[config.mk]
export PLATFORM = sky130hd
export DESIGN_NAME = pmc_mailbox
export DESIGN_NICKNAME = d
export VERILOG_FILES = /design/src/rtl/mbox_pkg.sv /design/src/rtl/mbox_sync.sv /design/src/rtl/mbox_datapath.sv /design/src/rtl/mbox_control.sv /design/src/rtl/pmc_mailbox.sv
export SDC_FILE = /design/constraint.sdc
export NUM_CORES = 1
export LEC_CHECK = 0
export BUFFER_PORTS_ARGS = -buffer_cell sky130_fd_sc_hd__buf_4
export CAP_MARGIN = 10
export CORE_AREA = 2 2 136 138
export DETAILED_ROUTE_END_ITERATION = 16
export DIE_AREA = 0 0 138 140
export PLACE_DENSITY_LB_ADDON = 0.12
export SLEW_MARGIN = 20
export SYNTH_ARGS = -nofsm -noshare
export SYNTH_HDL_FRONTEND = slang
export SYNTH_SLANG_ARGS = --single-unit
[constraint.sdc]
create_clock -name clk -period 6.1 [get_ports clk]
set_input_delay 1.525 -clock clk [delete_from_list [all_inputs] [get_ports clk]]
set_output_delay 1.525 -clock clk [all_outputs]
set_load 0.02 [all_outputs]
[src/rtl/mbox_pkg.sv]
`timescale 1ns/1ps
package mbox_pkg;
  localparam int BUS_W     = 32;
  localparam int VALID_BIT = 8;

  // word indices inside the window; the host software relies on them
  localparam int IDX_CMD  = 0;
  localparam int IDX_MASK = 1;
  localparam int IDX_STAT = 2;
  localparam int IDX_RQLO = 3;
  localparam int IDX_RQHI = 4;
  localparam int IDX_RSLO = 5;
  localparam int IDX_RSHI = 6;
  localparam int NUM_DATA = 4;

  typedef enum logic [1:0] {
    ST_IDLE = 2'b00,
    ST_PEND = 2'b01,
    ST_BUSY = 2'b11
  } mboxState_e;

  typedef struct packed {
    logic latchCmd;
    logic beWrOpen;
  } mboxStrobe_t;
endpackage

[src/rtl/mbox_sync.sv]
`timescale 1ns/1ps
module mbox_sync #(
  parameter int WIDTH  = 8,
  parameter int STAGES = 2
) (
  input  logic             clk,
  input  logic             rstN,
  input  logic [WIDTH-1:0] din,
  output logic [WIDTH-1:0] dout
);
  logic [STAGES-1:0][WIDTH-1:0] stageQ;

  always_ff @(posedge clk or negedge rstN) begin
    if (!rstN) begin
      stageQ <= '0;
    end else begin
      stageQ[0] <= din;
      for (int s = 1; s < STAGES; s++) stageQ[s] <= stageQ[s-1];
    end
  end

  assign dout = stageQ[STAGES-1];
endmodule

[src/rtl/mbox_datapath.sv]
`timescale 1ns/1ps
module mbox_datapath
  import mbox_pkg::*;
#(
  parameter int ADDR_W      = 5,
  parameter int EVT_W       = 8,
  parameter int CODE_W      = 8,
  parameter int SYNC_STAGES = 2
) (
  input  logic                clk,
  input  logic                rstN,
  input  logic                busSel,
  input  logic                busWr,
  input  logic [ADDR_W-1:0]   busAddr,
  input  logic [BUS_W-1:0]    busWdata,
  output logic [BUS_W-1:0]    busRdata,
  input  logic [EVT_W-1:0]    evtIn,
  input  mboxStrobe_t         strobe,
  input  logic [1:0]          status,
  output logic                cmdWrite,
  output logic                maskNz,
  output logic                evtHit,
  output logic [CODE_W-1:0]   beCmd,
  output logic [BUS_W-1:0]    beReqLo,
  output logic [BUS_W-1:0]    beReqHi,
  output logic [BUS_W-1:0]    beRspLo,
  output logic [BUS_W-1:0]    beRspHi,
  input  logic                beRspWe,
  input  logic [2*BUS_W-1:0]  beRspData,
  input  logic                beReqWe,
  input  logic [2*BUS_W-1:0]  beReqData
);
  localparam int IDX_W = ADDR_W - 2;

  logic [IDX_W-1:0]  wordIdx;
  logic              hostWr;
  logic              hostRd;
  logic [CODE_W-1:0] cmdQ;
  logic [EVT_W-1:0]  maskQ;
  logic [EVT_W-1:0]  evtSyncd;
  logic [BUS_W-1:0]  dataQ [NUM_DATA];
  int                rdIdx;

  assign wordIdx = busAddr[ADDR_W-1:2];
  assign hostWr  = busSel && busWr;
  assign hostRd  = busSel && !busWr;
  assign rdIdx   = int'(wordIdx);

  assign cmdWrite = hostWr && (wordIdx == IDX_W'(IDX_CMD)) && busWdata[VALID_BIT];

  always_ff @(posedge clk or negedge rstN) begin
    if (!rstN) begin
      cmdQ  <= '0;
      maskQ <= '0;
    end else begin
      if (strobe.latchCmd) cmdQ <= busWdata[CODE_W-1:0];
      if (hostWr && (wordIdx == IDX_W'(IDX_MASK))) maskQ <= busWdata[EVT_W-1:0];
    end
  end

  // request low/high then response low/high; the back end wins a same-cycle clash
  always_ff @(posedge clk or negedge rstN) begin
    if (!rstN) begin
      for (int k = 0; k < NUM_DATA; k++) dataQ[k] <= '0;
    end else begin
      for (int k = 0; k < NUM_DATA; k++) begin
        logic              beHit;
        logic [BUS_W-1:0]  beWord;
        beHit  = strobe.beWrOpen && ((k < 2) ? beReqWe : beRspWe);
        beWord = (k < 2) ? ((k % 2) == 0 ? beReqData[BUS_W-1:0] : beReqData[2*BUS_W-1:BUS_W])
                         : ((k % 2) == 0 ? beRspData[BUS_W-1:0] : beRspData[2*BUS_W-1:BUS_W]);
        if (beHit) dataQ[k] <= beWord;
        else if (hostWr && (wordIdx == IDX_W'(IDX_RQLO + k))) dataQ[k] <= busWdata;
      end
    end
  end

  mbox_sync #(.WIDTH(EVT_W), .STAGES(SYNC_STAGES)) uSync (
    .clk  (clk),
    .rstN (rstN),
    .din  (evtIn),
    .dout (evtSyncd)
  );

  assign evtHit = |(evtSyncd & maskQ);
  assign maskNz = |maskQ;

  assign beCmd   = cmdQ;
  assign beReqLo = dataQ[0];
  assign beReqHi = dataQ[1];
  assign beRspLo = dataQ[2];
  assign beRspHi = dataQ[3];

  always_comb begin
    busRdata = '0;
    if (hostRd) begin
      case (rdIdx)
        IDX_CMD:  busRdata[CODE_W-1:0] = cmdQ;
        IDX_MASK: busRdata[EVT_W-1:0]  = maskQ;
        IDX_STAT: busRdata[1:0]        = status;
        IDX_RQLO: busRdata = dataQ[0];
        IDX_RQHI: busRdata = dataQ[1];
        IDX_RSLO: busRdata = dataQ[2];
        IDX_RSHI: busRdata = dataQ[3];
        default:  busRdata = '0;
      endcase
    end
  end
endmodule

[src/rtl/mbox_control.sv]
`timescale 1ns/1ps
module mbox_control
  import mbox_pkg::*;
(
  input  logic        clk,
  input  logic        rstN,
  input  logic        cmdWrite,
  input  logic        maskNz,
  input  logic        evtHit,
  input  logic        beReady,
  input  logic        beDone,
  output mboxStrobe_t strobe,
  output logic [1:0]  status,
  output logic        beValid
);
  mboxState_e stateQ;
  logic       gatedQ;
  logic       issue;

  assign issue           = cmdWrite && (stateQ == ST_IDLE);
  assign strobe.latchCmd = issue;
  assign strobe.beWrOpen = (stateQ == ST_BUSY);
  assign beValid         = (stateQ == ST_PEND) && !gatedQ;
  assign status          = stateQ;

  always_ff @(posedge clk or negedge rstN) begin
    if (!rstN) begin
      stateQ <= ST_IDLE;
      gatedQ <= 1'b0;
    end else begin
      case (stateQ)
        ST_IDLE: if (issue) begin
          stateQ <= ST_PEND;
          gatedQ <= maskNz;
        end
        ST_PEND: begin
          if (gatedQ) begin
            if (evtHit) gatedQ <= 1'b0;
          end else if (beReady) begin
            stateQ <= ST_BUSY;
          end
        end
        ST_BUSY: if (beDone) stateQ <= ST_IDLE;
        default: stateQ <= ST_IDLE;
      endcase
    end
  end
endmodule

[src/rtl/pmc_mailbox.sv]
`timescale 1ns/1ps
module pmc_mailbox
  import mbox_pkg::*;
#(
  parameter int ADDR_W      = 5,
  parameter int EVT_W       = 8,
  parameter int CODE_W      = 8,
  parameter int SYNC_STAGES = 2
) (
  input  logic               clk,
  input  logic               rstN,
  input  logic               busSel,
  input  logic               busWr,
  input  logic [ADDR_W-1:0]  busAddr,
  input  logic [31:0]        busWdata,
  output logic [31:0]        busRdata,
  input  logic [EVT_W-1:0]   evtIn,
  output logic               beValid,
  input  logic               beReady,
  output logic [CODE_W-1:0]  beCmd,
  output logic [31:0]        beReqLo,
  output logic [31:0]        beReqHi,
  output logic [31:0]        beRspLo,
  output logic [31:0]        beRspHi,
  input  logic               beDone,
  input  logic               beRspWe,
  input  logic [63:0]        beRspData,
  input  logic               beReqWe,
  input  logic [63:0]        beReqData
);
  mboxStrobe_t strobe;
  logic [1:0]  status;
  logic        cmdWrite;
  logic        maskNz;
  logic        evtHit;

  mbox_control uCtrl (
    .clk      (clk),
    .rstN     (rstN),
    .cmdWrite (cmdWrite),
    .maskNz   (maskNz),
    .evtHit   (evtHit),
    .beReady  (beReady),
    .beDone   (beDone),
    .strobe   (strobe),
    .status   (status),
    .beValid  (beValid)
  );

  mbox_datapath #(
    .ADDR_W(ADDR_W), .EVT_W(EVT_W), .CODE_W(CODE_W), .SYNC_STAGES(SYNC_STAGES)
  ) uData (
    .clk       (clk),
    .rstN      (rstN),
    .busSel    (busSel),
    .busWr     (busWr),
    .busAddr   (busAddr),
    .busWdata  (busWdata),
    .busRdata  (busRdata),
    .evtIn     (evtIn),
    .strobe    (strobe),
    .status    (status),
    .cmdWrite  (cmdWrite),
    .maskNz    (maskNz),
    .evtHit    (evtHit),
    .beCmd     (beCmd),
    .beReqLo   (beReqLo),
    .beReqHi   (beReqHi),
    .beRspLo   (beRspLo),
    .beRspHi   (beRspHi),
    .beRspWe   (beRspWe),
    .beRspData (beRspData),
    .beReqWe   (beReqWe),
    .beReqData (beReqData)
  );
endmodule

== Word level (Yosys, flattened, before mapping) ==
Cells that the tools add are included.

* Add/subtract/negate cells: 0
* Multipliers: 0
* Divide/modulo/power cells: 0
* Order comparisons: 0
* Eq/ne operators: 12
* Shift operators: 0
* Mux-type cells: 21
* Bitwise gates (word level): 1
* Reductions and logical operators: 27

{| class="wikitable"
|+ Operators with widths
! operator !! count
|-
| 32-bit two-way mux || 9
|-
| 24-bit one-hot mux with 4 select lines || 1
|-
| 6-bit one-hot mux with 6 select lines || 1
|-
| 32-bit logical NOT || 1
|-
| 8-bit OR reduction || 2
|-
| 2-bit one-hot mux with 7 select lines || 1
|-
| 1-bit logical AND || 13
|-
| 2-bit nonzero test || 5
|-
| 3-bit equality test (second input constant) || 3
|-
| 8-bit bitwise AND || 1
|-
| 2-bit two-way mux || 4
|-
| 3-bit by 2-bit equality test with 1-bit output (second input constant) || 2
|-
| 2-bit inequality test (second input constant) || 3
|-
| 2-bit one-hot mux with 3 select lines || 1
|-
| 4-bit AND reduction || 1
|-
| 3-bit by 1-bit equality test with 1-bit output (second input constant) || 1
|-
| 3-bit logical NOT || 1
|-
| 1-bit two-way mux || 3
|-
| 2-bit by 1-bit equality test with 1-bit output (second input constant) || 1
|-
| 2-bit equality test (second input constant) || 1
|-
| 1-bit logical NOT || 2
|-
| 2-bit logical NOT || 1
|-
| 2-bit by 1-bit inequality test with 1-bit output (second input constant) || 1
|-
| 1-bit one-hot mux with 2 select lines || 1
|-
| 2-bit AND reduction || 1
|}

* Register bits after elaboration: 163
* Bits in latches: 0
* RAM bits: 0
* Memory bits (read-only): 0
* Input port bits: 181
* Word-level logic and storage cells: 71
* Memories: 0

== Logic depth before layout (Yosys ltp) ==
Gate-level depths: netlist of the first run.

* Depth in word-level cells: 6
* Gate-level depth with buffers: 7

== Hierarchy ==
Synthesis of the first run repeated with hierarchy kept, for this count alone.

* Cell total of the unflattened synthesis: 1,025
* Area, all modules: 9,012.4 µm²

{| class="wikitable"
|+ By module, submodules not included
! module !! instances !! cells each !! area each (µm²) !! sequential area each (µm²)
|-
| mbox_datapath || 1 || 983 || 8,394.3 || 3,603.5
|-
| mbox_sync || 1 || 24 || 460.4 || 400.4
|-
| mbox_control || 1 || 18 || 157.7 || 75.1
|}

== Least setup slack after synthesis of the first run ==
OpenSTA, ideal clock, no wires.

* Kind: input-to-output
* Start point: in busAddr[3]
* End point: out busRdata[4]
* Arrival time: 3,025 ps
* Setup slack: 1,550 ps
* Cell stages on the path: 7
* Path through: buf_6 -> clkbuf_1 -> buf_2 -> mux2i_1 -> nor2_1 -> a31oi_1 -> a211oi_1

* Cells in the longest elaborated chain, start to end: 3

{| class="wikitable"
|+ Ends and longest elaborated chain
! item !! RTL line !! RTL
|-
| from (decl) || pmc_mailbox.sv:14 || <nowiki>input logic [ADDR_W-1:0] busAddr,</nowiki>
|-
| 32-bit logical NOT (tied with other cells) || mbox_datapath.sv:97 || <nowiki>case (rdIdx)</nowiki>
|-
| 6-bit one-hot mux with 6 select lines * || mbox_datapath.sv:97 ||
|-
| 32-bit two-way mux * || mbox_datapath.sv:96 || <nowiki>if (hostRd) begin</nowiki>
|-
| to (decl) || pmc_mailbox.sv:16 || <nowiki>output logic [31:0] busRdata,</nowiki>
|}

Mark *: on every way between the ends. The rest lies on a longest branch, timed or not.

== Worst setup path after layout of the first run ==
* Start point: in busAddr[3]
* End point: out busRdata[24]

* Cells in the longest elaborated chain, start to end: 3

{| class="wikitable"
|+ Ends and longest elaborated chain
! item !! RTL line
|-
| 3-bit equality test or 3-bit by 2-bit equality test with 1-bit output (tied branches) || mbox_datapath.sv:97
|-
| 24-bit one-hot mux with 4 select lines * || mbox_datapath.sv:97
|-
| 32-bit two-way mux * || mbox_datapath.sv:96
|}

Marks and branches as above.

==> results.ini, run 1 <==
[drt]
drt-total-wl_um=29900
ant_nets=0
dr.pass1.iters=5
drc=0
via_per_inst=5.68
num_vias=8083
drt_iter0_drc=638
wl_per_cell_um=21.0

[setup_path]
start_kind=input pin
crit_family=buffers and inverters
rrSetupSlack_ns=3.18
crit_required_ns=4.58
slowest_stage=nor2_2
critPathMaxFanout=28
r2r_cells=5
crit_chain=buf_4 -> inv_1 -> nor2_2 -> buf_4 -> a22oi_1 -> a21oi_1 -> buf_4
cp.arrival_ns=3.52
endpoint_kind=output pin
timing.critical_path.mode_cell=buf_4
path_class=input pin to output pin
critPathBufInv=4
max_stage_delay_ns=0.50
crit_cells=7

[place]
hpwl_um=20700
gp_congestion=0.860
portBuffers=347

[final_layout]
nFillCells=1554
multi_input_area_um2=3770
utilization_pct=64.3
fin_nets=1363
regArea_um2=4080
area_growth_pct=41.2
drive_gt1_share_pct=35.6
diodes=0

[floorplan]
die_area_um2=19300
die_x_um=138
placeableCoreArea_um2=17800
fp-row-count=49
num_io_pins=350
start_util_pct=45.5
fp.dieH_um=140

[global_route]
grt_max_degree=97
grt_pass1_wl_um=45600
grtUsageTotal_pct=30.3
antenna_found_initial=0
grt_pass1_vias=7813
overflow=0

[clock_network]
clk_latency_ns=0.43
cts_buffers=17
cts_hold_buf=0
post_cts_resized=0
cts_tree=yes
clkSlewWorstSetupHoldPaths_ns=0.07
cts_max_level=4
cts-root-buf=clkbuf_16
cts_sinks=163
cts_setup_buffers=0
cts_max_path_buffers=2

[pwr]
p_leak_nw=5.15
ir_worst_vdd_mv=0.238
power_density_nw_per_um2=471
fin_total_pwr_mw=5.39

[sta]
finalHoldViolCount=0
finalSetupViolCount=0
finalMaxSlewViolations=0
grt_setup_unrepaired=false
relSlewSlack_pct=29.7
fmax_mhz=198
worst_pin_slew_ns=1.05
holdWs_ns=0.352
period_share_pct=82.6
fin_skew_ns=0.00941
fin_tns_setup_ns=0
min_period_ns=5.04

[synthesis]
synth_cell_types=45
syn_inst=873
synth_top_area_share_pct=50.4
synth_seq_cells=163
synth-edff-count=0
yosysWarnings=0
ys_seq_area_share_pct=50.4
async_reset_ff_share_pct=100
synth_nets=1054
synth_area_um2=8100
synth-main-ff-cell=dfrtp_1
synth_top_cell_by_area=dfrtp_1
synth.area.top_cells=dfrtp_1 50%, nand2_1 9.3%, mux2i_1 8.8%, a31oi_1 5.0%, a22oi_1 4.5%
synth.avg_cell_area_um2=9.27

[run_status]
status=complete, no violations

[hold_path]
hold_class=register to register
min_path_cells=0

[run]
maxCapViolCount=0

-- final cells by class --
type	instances	share of cell area, %
clock buffer	17	3.72
clock inverter	15	1.40
inverter	3	0.0985
multi-input combinational	638	33.0
sequential	163	35.7
tap	229	2.51
timing repair buffer	359	23.6
-- final timing paths --
path	endpoint	startpoint
hold reg to reg	uData.uSync.dout[1]	uData.uSync.stageQ[1]
setup reg to reg	uData.beRspLo[7]	uCtrl.status[1]
hold / removal	uData.uSync.dout[1]	uData.uSync.stageQ[1]
setup / recovery	busRdata[24]	busAddr[3]
min in group asynchronous	uData.beRspHi[6]	rstN
max in group asynchronous	uData.beRspHi[0]	rstN
-- per-stage QoR --
stage               cells  setup slack (ns)  instance area [um2]
floorplan             873              1.55                 8100
global placement     1392              1.10                10800
detailed placement   1392              1.10                10800
CTS                  1424              1.09                11400
global route         1424             0.963                11400
finish               1424              1.06                11400
-- cell families (layout without fill, tap and decap cells) --
group	Yosys count	in the layout	share of synthesized area [%]
compound gates	237	237	18.3
simple gates	308	308	15.4
flops	163	163	50.4
mux	93	93	12.2
buf+inv	72	394	3.74
-- metal layers --
layer / vias to the layer above / GRT usage [%] / share of wire [%]
li1: 3715 / - / -
met1: 3879 / 38.2 / 39
met2: 420 / 50.3 / 49
met3: 69 / 7.25 / 8.0
met4: 0 / 12.8 / 3.8
met5: - / 0 / 0
-- sequential cells by signal, indices dropped and copies added (netlist names) --
register            count
uData.beReqHi          32
uData.beReqLo          32
uData.beRspHi          32
uData.beRspLo          32
uData.beCmd             8
uData.maskQ             8
uData.uSync.dout        8
uData.uSync.stageQ      8
uCtrl.status            2
uCtrl.gatedQ            1
-- synth_stat cells, drive strengths merged, types with 7 or more instances --
cell type,n
nor2,79
clkbuf,56
a31oi,65
nand2,200
a22oi,49
o21ai,66
buf,13
mux2,22
a221oi,7
a21oi,33
mux2i,71
dfrtp,163
-- placed cells by master (no fill, tap or decap), types with 8 or more instances in the layout --
master,n
nor2_1,77
a31oi_1,65
dfrtp_1,163
mux2_2,14
nand2_1,200
buf_4,358
mux2_4,8
a21oi_1,33
clkbuf_16,17
a22oi_1,49
mux2i_1,71
o21ai_0,65
-- where the power goes --
part | internal (mW) | leakage [nW] | total [mW] | switching, mW
registers | 1.53 | 1.94 | 1.99 | 0.457
clock network | 0.550 | 0.286 | 1.06 | 0.512
logic | 0.997 | 2.92 | 2.34 | 1.34
Power figures use the tool's default switching activity.
==> run 2, diff against run 1 <==
ABC_AREA = 1   (was not set)
CORE_AREA = not set   (was 2 2 136 138)
CORE_MARGIN = 2   (was not set)
CORE_UTILIZATION = 49   (was not set)
DIE_AREA = not set   (was 0 0 138 140)
clock period = 4.8 ns   (was 6.1 ns; I/O delays follow)
==> run 2 against run 1 <==
Sequential share of layout area is 1.5 points lower. Critical endpoint is now busRdata[19]. Largest power group unchanged. Critical path type unchanged. Largest cell class unchanged. Non-clock buffer count is 3 higher. Clock-buffer cell count is 1 higher.
==> results.ini, run 2 <==
[run_status]
status=complete, no violations

[sta]
grt_setup_unrepaired=false
finalMaxSlewViolations=0
worst_pin_slew_ns=1.00
fin_skew_ns=0.00749
fin_tns_setup_ns=0
period_share_pct=85.5
holdWs_ns=0.348
finalHoldViolCount=0
fmax_mhz=244
relSlewSlack_pct=33.1
min_period_ns=4.10
finalSetupViolCount=0

[run]
maxCapViolCount=0

[synthesis]
synth_area_um2=8610
synth_cell_types=28
yosys-top-cells-count=538 x nand2_1, 163 x dfrtp_1, 129 x o21ai_0
yosysMostFrequentCell=nand2_1
yosysWarnings=0
syn_inst=1225
synth_nets=1406
synth.avg_cell_area_um2=7.03
synth-main-ff-cell=dfrtp_1
ys_seq_area_share_pct=47.4
async_reset_ff_share_pct=100
synth_top_area_share_pct=47.4
synth-edff-count=0
synth.area.top_cells=dfrtp_1 47%, nand2_1 23%, o21ai_0 7.5%, inv_1 4.8%, nor2_1 3.1%
synth_top_cell_by_area=dfrtp_1
synth_seq_cells=163

[drt]
dr.pass1.iters=5
drt-total-wl_um=32800
ant_nets=0
wl_per_cell_um=18.4
num_vias=9615
via_per_inst=5.40
drt_iter0_drc=775
drc=0

[final_layout]
final_area_um2=11900
layout_common_cells=537 x nand2_1, 359 x buf_4, 163 x dfrtp_1
drive_gt1_share_pct=26.8
utilization_pct=69.3
layout_commonest_cell=nand2_1
area_growth_pct=38.8
fin_nets=1722

[place]
dpl-instance-area_um2=11300
gp_congestion=0.902
hpwl_um=23400
portBuffers=347

[pwr]
cellInternalPower_mw=3.98
power_frac_seq_pct=34.5
swShare_pct=42.6
fin_total_pwr_mw=6.94
power_density_nw_per_um2=581
pwr-share-comb_pct=44.8
ir_worst_vdd_mv=0.297
p_leak_nw=6.27
switching_power_mw=2.96
clkPwrFrac_pct=20.8

[setup_path]
path_class=input pin to output pin
rrSetupSlack_ns=2.37
start_kind=input pin
critPathMaxFanout=15
endpoint_kind=output pin
cp.arrival_ns=2.90
crit_required_ns=3.60

[global_route]
grtUsageTotal_pct=35.1
overflow=0
antenna_found_initial=1
grt_pass1_wl_um=48900
grt_max_degree=110
grt_pass1_vias=9067

[floorplan]
start_util_pct=49.9
fp-row-count=48
num_io_pins=350
placeableCoreArea_um2=17200
fp.dieH_um=137
die_x_um=137
die_area_um2=18600

[clock_network]
cts_max_level=4
cts-root-buf=clkbuf_16
cts_setup_buffers=0
cts_buffers=17
post_cts_resized=0
clkSlewWorstSetupHoldPaths_ns=0.07
cts_hold_buf=0
cts_tree=yes
cts_max_path_buffers=2
cts_sinks=163
clk_latency_ns=0.44

[hold_path]
hold_class=register to register

[run 2: through the flow]
stage / cells / setup WS [ns]
finish: 1780 / 0.696
detailed placement: 1747 / 0.738
CTS: 1779 / 0.729
floorplan: 1225 / 1.26
global route: 1780 / 0.586
global placement: 1747 / 0.779
[run 2: final timing paths]
kind	from	cells after the start	end
worst max-delay path	busAddr[2]	10	busRdata[19]
worst min-delay path	uData.uSync.stageQ[5]	0	uData.uSync.dout[5]
worst max register to register	uCtrl.status[1]	6	uData.beRspLo[6]
worst min register to register	uData.uSync.stageQ[5]	0	uData.uSync.dout[5]
max in group asynchronous	rstN	2	uData.beReqLo[25]
min in group asynchronous	rstN	1	uData.uSync.dout[5]
[run 2: final cells by class]
cell class	instances	area (um2)
fill	1459	5290
sequential	163	4080
multi-input combinational	877	3770
timing repair buffer	362	2750
inverter	120	450
clock buffer	18	439
tap	225	282
clock inverter	14	175
antenna	1	2.50
[run 2: critical path, cell delays in order]
cell	delay [ns]
buf_4	0.19
inv_2	0.20
nand3_2	0.18
inv_1	0.39
buf_12	0.22
nand2_1	0.05
o21ai_0	0.09
nor2_1	0.09
nor2_1	0.12
buf_4	0.16
[run 2: logic make-up (layout without fill, tap and decap cells)]
group | Yosys count | in the layout | share of synthesized area [%]
flops | 163 | 163 | 47.4
compound gates | 190 | 190 | 11.6
other cells | 0 | 1 | 0
buf+inv | 185 | 514 | 9.09
simple gates | 687 | 687 | 31.9
[run 2: power groups by stage]
stage | Clock [mW] | Sequential [mW] | Combinational [mW]
2_1_floorplan | 0 | 2.96 | 1.01
3_3_place_gp | 0 | 2.38 | 3.03
3_5_place_dp | 0 | 2.38 | 3.10
4_1_cts | 1.44 | 2.38 | 3.11
5_1_grt | 1.50 | 2.45 | 3.35
6_report | 1.44 | 2.39 | 3.10
[run 2: routing by layer]
metal | wire [um] | up-vias | global-route usage [%]
li1 | - | 4472 | -
met5 | 0 | - | 0
met4 | 1250 | 0 | 16.4
met3 | 3300 | 78 | 8.74
met1 | 12000 | 4521 | 42.3
met2 | 16200 | 544 | 58.9
==> run 3, diff against run 2 <==
RECOVER_POWER = 25   (was not set)
==> run 3 against run 2 <==
The run now ends with max-capacitance violations, max-slew violations left. Hold slack barely moved. Clock-buffer cell count did not move. Wire length barely moved. First-iteration DRC count fell by 0.13%. Combinational power barely moved. Critical path depth did not move. Power barely moved. Sequential share of layout area barely moved. Critical endpoint unchanged. Largest power group unchanged.
==> results.ini, run 3 (synthesized netlist as in run 2, its figures left out) <==
[run_status]
status=complete, but fails checks
failed_checks=max-capacitance violations, max-slew violations

[floorplan]
num_io_pins=350
placeableCoreArea_um2=17200
die_x_um=137
start_util_pct=49.9
fp.dieH_um=137
fp-row-count=48
die_area_um2=18600

[setup_path]
critPathMaxFanout=15
cp.arrival_ns=2.90
endpoint_kind=output pin
path_class=input pin to output pin
crit_required_ns=3.60
start_kind=input pin

[clock_network]
cts_tree=yes
cts_setup_buffers=0
cts_max_path_buffers=2
clkSlewWorstSetupHoldPaths_ns=0.07
cts_hold_buf=0
cts_sinks=163
cts-root-buf=clkbuf_16
clk_latency_ns=0.44
post_cts_resized=0
cts_max_level=4
cts_buffers=17

[global_route]
grt_max_degree=110
grt_pass1_vias=9067
overflow=0
grtUsageTotal_pct=35.1
grt_pass1_wl_um=48900
antenna_found_initial=1

[pwr]
power_density_nw_per_um2=581
p_leak_nw=6.26
ir_worst_vdd_mv=0.297

[hold_path]
hold_class=register to register

[final_layout]
area_growth_pct=38.7
fin_nets=1722
multi_input_area_um2=3770
layout_commonest_cell=nand2_1
layout_common_cells=537 x nand2_1, 350 x buf_4, 163 x dfrtp_1
regArea_um2=4080
drive_gt1_share_pct=26.8
nFillCells=1463

[place]
pre_cts_slack_ns=0.738
portBuffers=347
gp_congestion=0.902
hpwl_um=23400

[sta]
period_share_pct=85.5
finalHoldViolCount=0
setup_slack_ns=0.695
min_period_ns=4.10
fin_skew_ns=0.00680
grt_setup_unrepaired=false
finalSetupViolCount=0
fmax_mhz=244
fin_tns_setup_ns=0
relSlewSlack_pct=-83.5
finalMaxSlewViolations=110
worst_pin_slew_ns=2.75

[drt]
dr.pass1.iters=6
via_per_inst=5.40
wl_per_cell_um=18.4
ant_nets=0
drt-total-wl_um=32700
num_vias=9604
drc=0
drt_iter0_drc=774

[run]
maxCapViolCount=1

==> run 3: report_power, final <==
part	internal [mW]	leakage [nW]	switching [mW]
logic	1.19	3.96	1.91
registers	1.95	2.01	0.441
clock network	0.838	0.294	0.599
==> run 3: worst paths after layout <==
kind	startpoint	end	slack (ns)	depth (start not counted)
setup / recovery	busAddr[2]	busRdata[19]	0.70	10
hold / removal	uData.uSync.stageQ[5]	uData.uSync.dout[5]	0.35	0
setup reg to reg	uCtrl.status[1]	uData.beRspLo[6]	2.35	6
hold reg to reg	uData.uSync.stageQ[5]	uData.uSync.dout[5]	0.35	0
max in group asynchronous	rstN	uData.beReqLo[25]	1.54	2
min in group asynchronous	rstN	uData.uSync.dout[5]	1.63	1
==> run 3: per-stage QoR <==
step                hold slack, ns  cells  cell area [um2]  utilization [%]  power (mW)
global placement             0.334   1747            11300             65.7        5.42
detailed placement           0.336   1747            11300             65.7        5.49
floorplan                    0.331   1225             8610                -        3.97
global route                 0.351   1780            11900             69.2        7.30
finish                       0.348   1780            11900             69.2        6.93
CTS                          0.351   1779            11900             69.3        6.93
==> run 3: final cells by class <==
cell class	count	share of cell area, %
flip-flops and latches	163	34.2
multi-input cells	877	31.6
repair buffers	362	22.9
inverters	120	3.77
clock buffers	18	3.68
well taps	225	2.36
clock inverters	14	1.47
diodes	1	0.0210
==> run 3: worst max-delay path, cell delays in order <==
cell	delay, ns
buf_4	0.19
inv_2	0.20
nand3_2	0.18
inv_1	0.39
buf_12	0.22
nand2_1	0.05
o21ai_0	0.09
nor2_1	0.09
nor2_1	0.12
buf_4	0.16
==> run 3: layer usage <==
| metal | part of all wire, % | up-vias | track usage, % |
|---|---|---|---|
| met3 | 10 | 73 | 8.74 |
| met4 | 3.6 | 0 | 16.4 |
| met1 | 36 | 4519 | 42.3 |
| met2 | 50 | 538 | 58.9 |
| met5 | 0 | - | 0 |
| li1 | - | 4474 | - |
